File: src/rtl/serdac_pkg.sv
package serdac_pkg;
    localparam int ADDR_W = 4;
    localparam int CODE_W = 10;
    localparam int WORD_W = ADDR_W + CODE_W;

    typedef enum logic [2:0] {
        ST_IDLE,
        ST_RSTP,
        ST_LO,
        ST_HI,
        ST_GAP,
        ST_LOAD,
        ST_FIN
    } tx_state_e;
endpackage

File: src/rtl/serdac_word_pack.sv
// Builds one device word; bit 0 of word is the first bit on the wire.
module serdac_word_pack
    import serdac_pkg::*;
(
    input  logic [ADDR_W-1:0] addr,
    input  logic [CODE_W-1:0] code,
    input  logic              msb_first,
    output logic [WORD_W-1:0] word
);
    assign word[ADDR_W-1:0] = addr;

    generate
        for (genvar i = 0; i < CODE_W; i++) begin : g_code_bit
            // bit order of the code field
            assign word[ADDR_W+i] = msb_first ? code[CODE_W-1-i] : code[i];
        end
    endgenerate
endmodule

File: src/rtl/serdac_phase_timer.sv
// Counts system cycles within one timed FSM phase.
module serdac_phase_timer #(
    parameter int CNT_W = 8
) (
    input  logic             clk,
    input  logic             rst_n,
    input  logic             run,
    input  logic [CNT_W-1:0] limit,
    output logic             tick
);
    logic [CNT_W-1:0] cnt;

    assign tick = run && (cnt == CNT_W'(limit - 1'b1));

    always_ff @(posedge clk or negedge rst_n) begin
        if (!rst_n) begin
            cnt <= '0;
        end else if (!run || tick) begin
            cnt <= '0;
        end else begin
            cnt <= cnt + 1'b1;
        end
    end

    // phase counter never passes its limit
    a_r6_cnt_in_range: assert property (@(posedge clk) disable iff (!rst_n)
        run |-> (cnt < limit));
endmodule

File: src/rtl/serdac_chain_tx.sv
module serdac_chain_tx
    import serdac_pkg::*;
#(
    parameter int N_DEV = 3,
    parameter int DIV_W = 8
) (
    input  logic                     clk,
    input  logic                     rst_n,
    input  logic [DIV_W-1:0]         half_div,
    input  logic                     msb_first,
    input  logic                     start,
    input  logic                     rst_req,
    input  logic [N_DEV*ADDR_W-1:0]  cmd_addr,
    input  logic [N_DEV*CODE_W-1:0]  cmd_code,
    output logic                     sck,
    output logic                     sdo,
    output logic                     ld,
    output logic                     dev_rst_n,
    output logic                     busy,
    output logic                     done
);
    localparam int TOTAL = N_DEV * WORD_W;
    localparam int BC_W  = $clog2(TOTAL);

    tx_state_e         state, nstate;
    logic [TOTAL-1:0]  frame;
    logic [TOTAL-1:0]  sr;
    logic [BC_W-1:0]   bits_left;
    logic [DIV_W-1:0]  hreg;
    logic              tick;
    logic              run;
    logic              accept;
    logic              rst_go;

    // farthest device's word occupies the first-sent bits
    generate
        for (genvar d = 0; d < N_DEV; d++) begin : g_dev
            serdac_word_pack u_pack (
                .addr      (cmd_addr[d*ADDR_W +: ADDR_W]),
                .code      (cmd_code[d*CODE_W +: CODE_W]),
                .msb_first (msb_first),
                .word      (frame[(N_DEV-1-d)*WORD_W +: WORD_W])
            );
        end
    endgenerate

    assign run    = (state != ST_IDLE) && (state != ST_FIN);
    assign rst_go = (state == ST_IDLE) && rst_req;
    assign accept = (state == ST_IDLE) && !rst_req && start;

    serdac_phase_timer #(.CNT_W(DIV_W)) u_timer (
        .clk   (clk),
        .rst_n (rst_n),
        .run   (run),
        .limit (hreg),
        .tick  (tick)
    );

    always_comb begin
        nstate = state;
        unique case (state)
            ST_IDLE: begin
                if (rst_req)    nstate = ST_RSTP;
                else if (start) nstate = ST_LO;
            end
            ST_RSTP: if (tick) nstate = ST_IDLE;
            ST_LO:   if (tick) nstate = ST_HI;
            ST_HI: begin
                if (tick) nstate = (bits_left == '0) ? ST_GAP : ST_LO;
            end
            ST_GAP:  if (tick) nstate = ST_LOAD;
            ST_LOAD: if (tick) nstate = ST_FIN;
            ST_FIN:  nstate = ST_IDLE;
            default: nstate = ST_IDLE;
        endcase
    end

    always_ff @(posedge clk or negedge rst_n) begin
        if (!rst_n) state <= ST_IDLE;
        else        state <= nstate;
    end

    always_ff @(posedge clk or negedge rst_n) begin
        if (!rst_n) begin
            sr        <= '0;
            bits_left <= '0;
            hreg      <= DIV_W'(1);
        end else begin
            if (rst_go || accept) begin
                hreg <= (half_div == '0) ? DIV_W'(1) : half_div;
            end
            if (accept) begin
                sr        <= frame;
                bits_left <= BC_W'(TOTAL - 1);
            end else if (state == ST_HI && tick) begin
                sr <= sr >> 1;
                if (bits_left != '0) bits_left <= bits_left - 1'b1;
            end
        end
    end

    always_comb begin
        sck       = (state == ST_HI);
        ld        = (state == ST_LOAD);
        dev_rst_n = (state != ST_RSTP);
        busy      = (state != ST_IDLE);
        done      = (state == ST_FIN);
        sdo       = sr[0];
    end

    // data holds while the shift clock stays high
    a_r5_sdo_stable_hi: assert property (@(posedge clk) disable iff (!rst_n)
        (sck && $past(sck)) |-> $stable(sdo));
    // latch strobe never overlaps a high clock phase
    a_r7_ld_not_sck: assert property (@(posedge clk) disable iff (!rst_n)
        ld |-> !sck);
    // latch only inside a busy window
    a_r9_ld_busy: assert property (@(posedge clk) disable iff (!rst_n)
        ld |-> busy);
    // done only right after the latch pulse
    a_r10_done_after_ld: assert property (@(posedge clk) disable iff (!rst_n)
        done |-> ($past(ld) && !ld));
    // device reset keeps clock and latch quiet and marks busy
    a_r11_rst_quiet: assert property (@(posedge clk) disable iff (!rst_n)
        !dev_rst_n |-> (!sck && !ld && busy));
endmodule

File: config.mk
export PLATFORM = sky130hd
export DESIGN_NAME = serdac_chain_tx
export DESIGN_NICKNAME = d
export VERILOG_FILES = /design/src/rtl/serdac_pkg.sv /design/src/rtl/serdac_word_pack.sv /design/src/rtl/serdac_phase_timer.sv /design/src/rtl/serdac_chain_tx.sv
export SDC_FILE = /design/constraint.sdc
export NUM_CORES = 1
export LEC_CHECK = 0
export ABC_CLOCK_PERIOD_IN_PS = 2700
export CORE_UTILIZATION = 49
export DETAILED_ROUTE_END_ITERATION = 16
export GPL_ROUTABILITY_DRIVEN = 0
export PLACE_DENSITY = 0.77
export SYNTH_ARGS = -nofsm -noshare
export SYNTH_HDL_FRONTEND = slang
export SYNTH_SLANG_ARGS = --single-unit
File: constraint.sdc
create_clock -name clk -period 2.7 [get_ports clk]
set_input_delay 0.405 -clock clk [delete_from_list [all_inputs] [get_ports clk]]
set_output_delay 0.405 -clock clk [all_outputs]
set_load 0.05 [all_outputs]
Yosys cells after proc, flatten, opt, wreduce, memory -nomap -nowiden
Cells that the tools add are included.
- register bits: 67
- word-level logic and storage cells: 88
- add/sub/neg operators: 3
- equality and inequality tests: 15
- multiplexer cells: 46
- reduce and logical (&&, ||, !) cells: 19
- operators with widths (kind ; number):
    42-bit two-way mux ; 2
    1-bit two-way mux ; 30
    3-bit two-way mux ; 8
    6-bit two-way mux ; 3
    3-bit one-hot mux with 6 select lines ; 1
    8-bit two-way mux ; 2
    3-bit == test (second input constant) ; 3
    8-bit by 1-bit adder with 8-bit output (second input constant) ; 1
    8-bit == test ; 1
    8-bit logical NOT ; 1
    8-bit by 1-bit subtractor with 8-bit output (second input constant) ; 1
    3-bit by 2-bit == test with 1-bit output (second input constant) ; 2
    1-bit logical AND ; 6
    6-bit logical NOT ; 1
    2-bit != test (second input constant) ; 3
    3-bit != test (second input constant) ; 2
    6-bit AND reduction ; 1
    6-bit nonzero test ; 1
    6-bit by 1-bit subtractor with 6-bit output (second input constant) ; 1
    2-bit by 1-bit != test with 1-bit output (second input constant) ; 2
    2-bit nonzero test ; 2
    3-bit by 1-bit == test with 1-bit output (second input constant) ; 1
    3-bit logical NOT ; 1
    3-bit by 1-bit != test with 1-bit output (second input constant) ; 1
    4 further kinds ; 6

Logic depth before layout (Yosys ltp)
- depth in word-level cells: 6
- gate-level depth with buffers: 9

Modules after synthesis
A second synthesis with hierarchy kept.
- cell total of the unflattened synthesis: 396
- area total of the unflattened synthesis: 4147.7 sq um
- by module, submodules not included (module ; instances ; cells an instance ; area each (sq um)):
    serdac_chain_tx ; 1 ; 274 ; 2871.5
    serdac_phase_timer ; 1 ; 77 ; 701.9
    serdac_word_pack ; 3 ; 15 ; 191.4

Least setup slack after synthesis
No wires, ideal clock.
- path kind: register to register
- start: reg hreg[2]
- end: reg sr[24]
- setup time: 0.125 ns
- arrival: 2.699 ns
- slack: -0.124 ns
- cell stages (with the launch flop): 9
- period minus slack after synthesis: 2.824 ns
- cells stage by stage: dfrtp_1 > buf_2 > or3_1 > o31a_1 > or4_4 > a211o_1 > o21ai_4 > buf_6 > mux2_2
- word-level cells in the longest chain between the ends: 5
- RTL lines (element ; RTL line ; RTL):
    start: declaration ; serdac_chain_tx.sv:29 ; logic [DIV_W-1:0] hreg;
    start signal: assignment ; serdac_chain_tx.sv:90 ; hreg <= (half_div == '0) ? DIV_W'(1) : half_div;
    8-bit by 1-bit subtractor with 8-bit output ; serdac_phase_timer.sv:13 ; assign tick = run && (cnt == CNT_W'(limit - 1'b1));
    8-bit == test ; serdac_phase_timer.sv:13 ;
    1-bit logical AND ; serdac_phase_timer.sv:13 ;
    1-bit logical AND ; serdac_chain_tx.sv:95 ; end else if (state == ST_HI && tick) begin
    2-bit nonzero test (no source line) ; -- ;
    end signal: assignment ; serdac_chain_tx.sv:93 ; sr <= frame;
    end signal: assignment ; serdac_chain_tx.sv:96 ; sr <= sr >> 1;
    end: declaration ; serdac_chain_tx.sv:27 ; logic [TOTAL-1:0] sr;
Every way passes these cells.
A chain may end at the register's enable or synchronous reset.

Final worst setup path
- start: reg hreg[0]
- end: reg sr[1]
The elaborated chain is that of the path after synthesis.

==> metrics.yaml <==
post-cts-setup-buffer-count: 0
cp_slowest_cell: "dfstp_2"
vdd_ir_drop_max_mv: 0.231
path_class: "reg2reg"
ys.flop_type: "dfrtp_1"
synth_cells: 380
core_area_sq_um: 7330
drtIter0Drc: 169
clkTransAtPathRegs_ns: 0.07
cp_max_fo: 27
die_x_microns: 89.6
clkSinkCount: 67
yosys.cell_count.top_type: "nand2_1"
grt_pass1_wl_microns: 13300
path_cells: "inv_2, ha_4, nor4b_4, xnor2_1, or4_4, a211o_1, o21ai_4, buf_12, mux2_2"
r2r_cells: 9
finalHoldViolCount: 0
maxSlewViolCount: 0
grt_pass1_vias: 2877
viasPerCell: 5.32
tightest_slew_ns: 0.839
yosysSeqAreaShare: 0.446
ys_ff_latch: 67
drv_cap: 0
p_leak_uw: 0.00221
num_io_pins: 61
dpl.hpwl_microns: 5730
fillerInstances: 569
worst_ep_arrival_time_ns: 2.96
power_density_nw_per_um2: 577
crit_family: "simple AND/OR/NAND/NOR gates"
synth.distinct_cells: 40
power.total_uw: 2780
worstHoldPathType: "in2async"
timing.final.ws_setup_ns: -0.0391
dr.pass1.iters: 4
fin_crit_ns: 2.74
grt_start_max_net_pins: 68
syn_to_final_growth_pct: 28.3
wirelength_microns: 8170
synth_top_area_frac: 0.439
grt_usage: 0.220
rr_startpoint: "hreg[0]"
synth-edff-count: 0
synth_area_leaders: "dfrtp_1 (44%), mux2_2 (13%), mux2i_1 (8.3%), nand2_1 (7.3%), o21ai_0 (4.8%)"
drive_gt1_frac: 0.210
worst_clock_skew_ns: 0.00629
cts_tree: "done"
antennaDiodeCount: 0
setup_viol: 18
rsz0062_at_grt: "yes"
holdWs_ns: 0.259
start_util: 0.513
start_kind: "register"
clockBufferDepth: 2
drc: 0
achievable-frequency_mhz: 365
syn_avg_cell_area_sq_um: 9.89
cpPeakStageDelay_ns: 0.55
overflow: 0
io_buffers: 60
finalCritPeriodShare: 1.01
die-area_sq_um: 8020
cp_num_buf_inv: 2
antenna_found_initial: 0
r2r-end: "sr[1]"
cts.htree.levels: 3
rows: 31
r2r_setup_slack_ns: -0.04
nNetsFinal: 506
outcome: "finished with violations"
fp.dieH_microns: 89.6
relSlewSlack: 0.441
yosysWarnings: 0
cts-root-buf: "clkbuf_8"
ant_nets: 0
cp_data_required_time_ns: 2.92
cp-end-kind: "register"
setup_tns_ns: -0.452
syn_area_sq_um: 3760
cts_made_buffers: 9
violations: "setup timing"
synthArstFlopShare: 1.00
insertion_delay_ns: 0.34
yosys-top-cells-count: "nand2_1 (73), dfrtp_1 (66), mux2_2 (42)"
synth.largest_area_cell: "dfrtp_1"
wl_per_cell_microns: 14.8
synth_nets: 438
via_count: 2938
worst max path at each step:
stage                       start  endpoint  slack, ns  cells past startpoint
after floorplan           hreg[0]    sr[24]     -0.009                      9
after global placement    hreg[0]     sr[6]       0.03                      9
after detailed placement  hreg[0]     sr[4]      -0.01                      9
after CTS                 hreg[0]    sr[12]      -0.04                      9
after global routing      hreg[0]    sr[12]      -0.11                      9
final                     hreg[0]     sr[1]      -0.04                      9
stage by stage:
stage | util | std cells | worst slack (ns) | area [sq um]
3_3_place_gp | 0.628 | 536 | 0.0254 | 4600
5_1_grt | 0.658 | 552 | -0.109 | 4820
2_1_floorplan | - | 380 | -0.00893 | 3830
6_report | 0.658 | 552 | -0.0391 | 4820
4_1_cts | 0.657 | 552 | -0.0355 | 4820
3_5_place_dp | 0.628 | 536 | -0.0147 | 4600
area by class of cell:
| class | instances | area [sq um] | area share |
|---|---|---|---|
| multi-input combinational | 277 | 2000 | 0.415 |
| tap | 99 | 124 | 0.0257 |
| clock buffer | 12 | 165 | 0.0342 |
| sequential | 67 | 1680 | 0.348 |
| clock inverter | 4 | 47.5 | 0.00986 |
| inverter | 12 | 45.0 | 0.00934 |
| timing repair buffer | 81 | 764 | 0.158 |
cells by family after synthesis:
group / Yosys count / share of synthesized area
flops: 67 / 0.446
simple gates: 121 / 0.142
xor+xnor: 15 / 0.0350
buf+inv: 36 / 0.0443
compound gates: 61 / 0.102
fa+ha+maj: 3 / 0.00999
mux: 77 / 0.220
report_power, final:
| group | switching, uW | internal (uW) |
|---|---|---|
| clock network | 390 | 499 |
| logic | 325 | 335 |
| registers | 125 | 1110 |
cell usage in the layout, fill, tap and decap left out, drive strengths merged, types with 2 or more instances in the layout:
cell type / count
nand2: 73
dfrtp: 66
clkdlybuf4s50: 58
mux2: 46
o21ai: 37
mux2i: 31
buf: 23
nor2: 17
clkbuf: 12
inv: 12
xor2: 9
a21oi: 8
nand3: 7
xnor2: 6
and3: 5
nor3: 4
a211oi: 4
nor4: 3
nand3b: 3
ha: 3
or3: 2
o211ai: 2
a211o: 2
o22ai: 2
clkinv: 2
or4: 2
timing repair:
item,CTS,global route
resized for setup,1,1
endpoints found under the setup margin,19,42
hold buffers,0,0
worst register-to-register path, cell delays in order, from the launching register on:
cell and delay [ns]:
dfstp_2 0.55, inv_2 0.05, ha_4 0.15, nor4b_4 0.12
xnor2_1 0.13, or4_4 0.52, a211o_1 0.31, o21ai_4 0.19
buf_12 0.23, mux2_2 0.36
state kept, by name (all words and copies together), names as in the netlist:
signal and cells:
state 3, u_timer.cnt 8, sr 42, hreg 8
bits_left 6
per-layer routing:
metal | share of wire | GRT usage | wire (microns)
met1 | 0.47 | 0.296 | 3840
met4 | 0.0040 | 0.0476 | 33
met2 | 0.48 | 0.354 | 3880
met3 | 0.049 | 0.0640 | 403
met5 | 0 | 0 | 0
No activity file was read; power rests on OpenSTA's default activity.
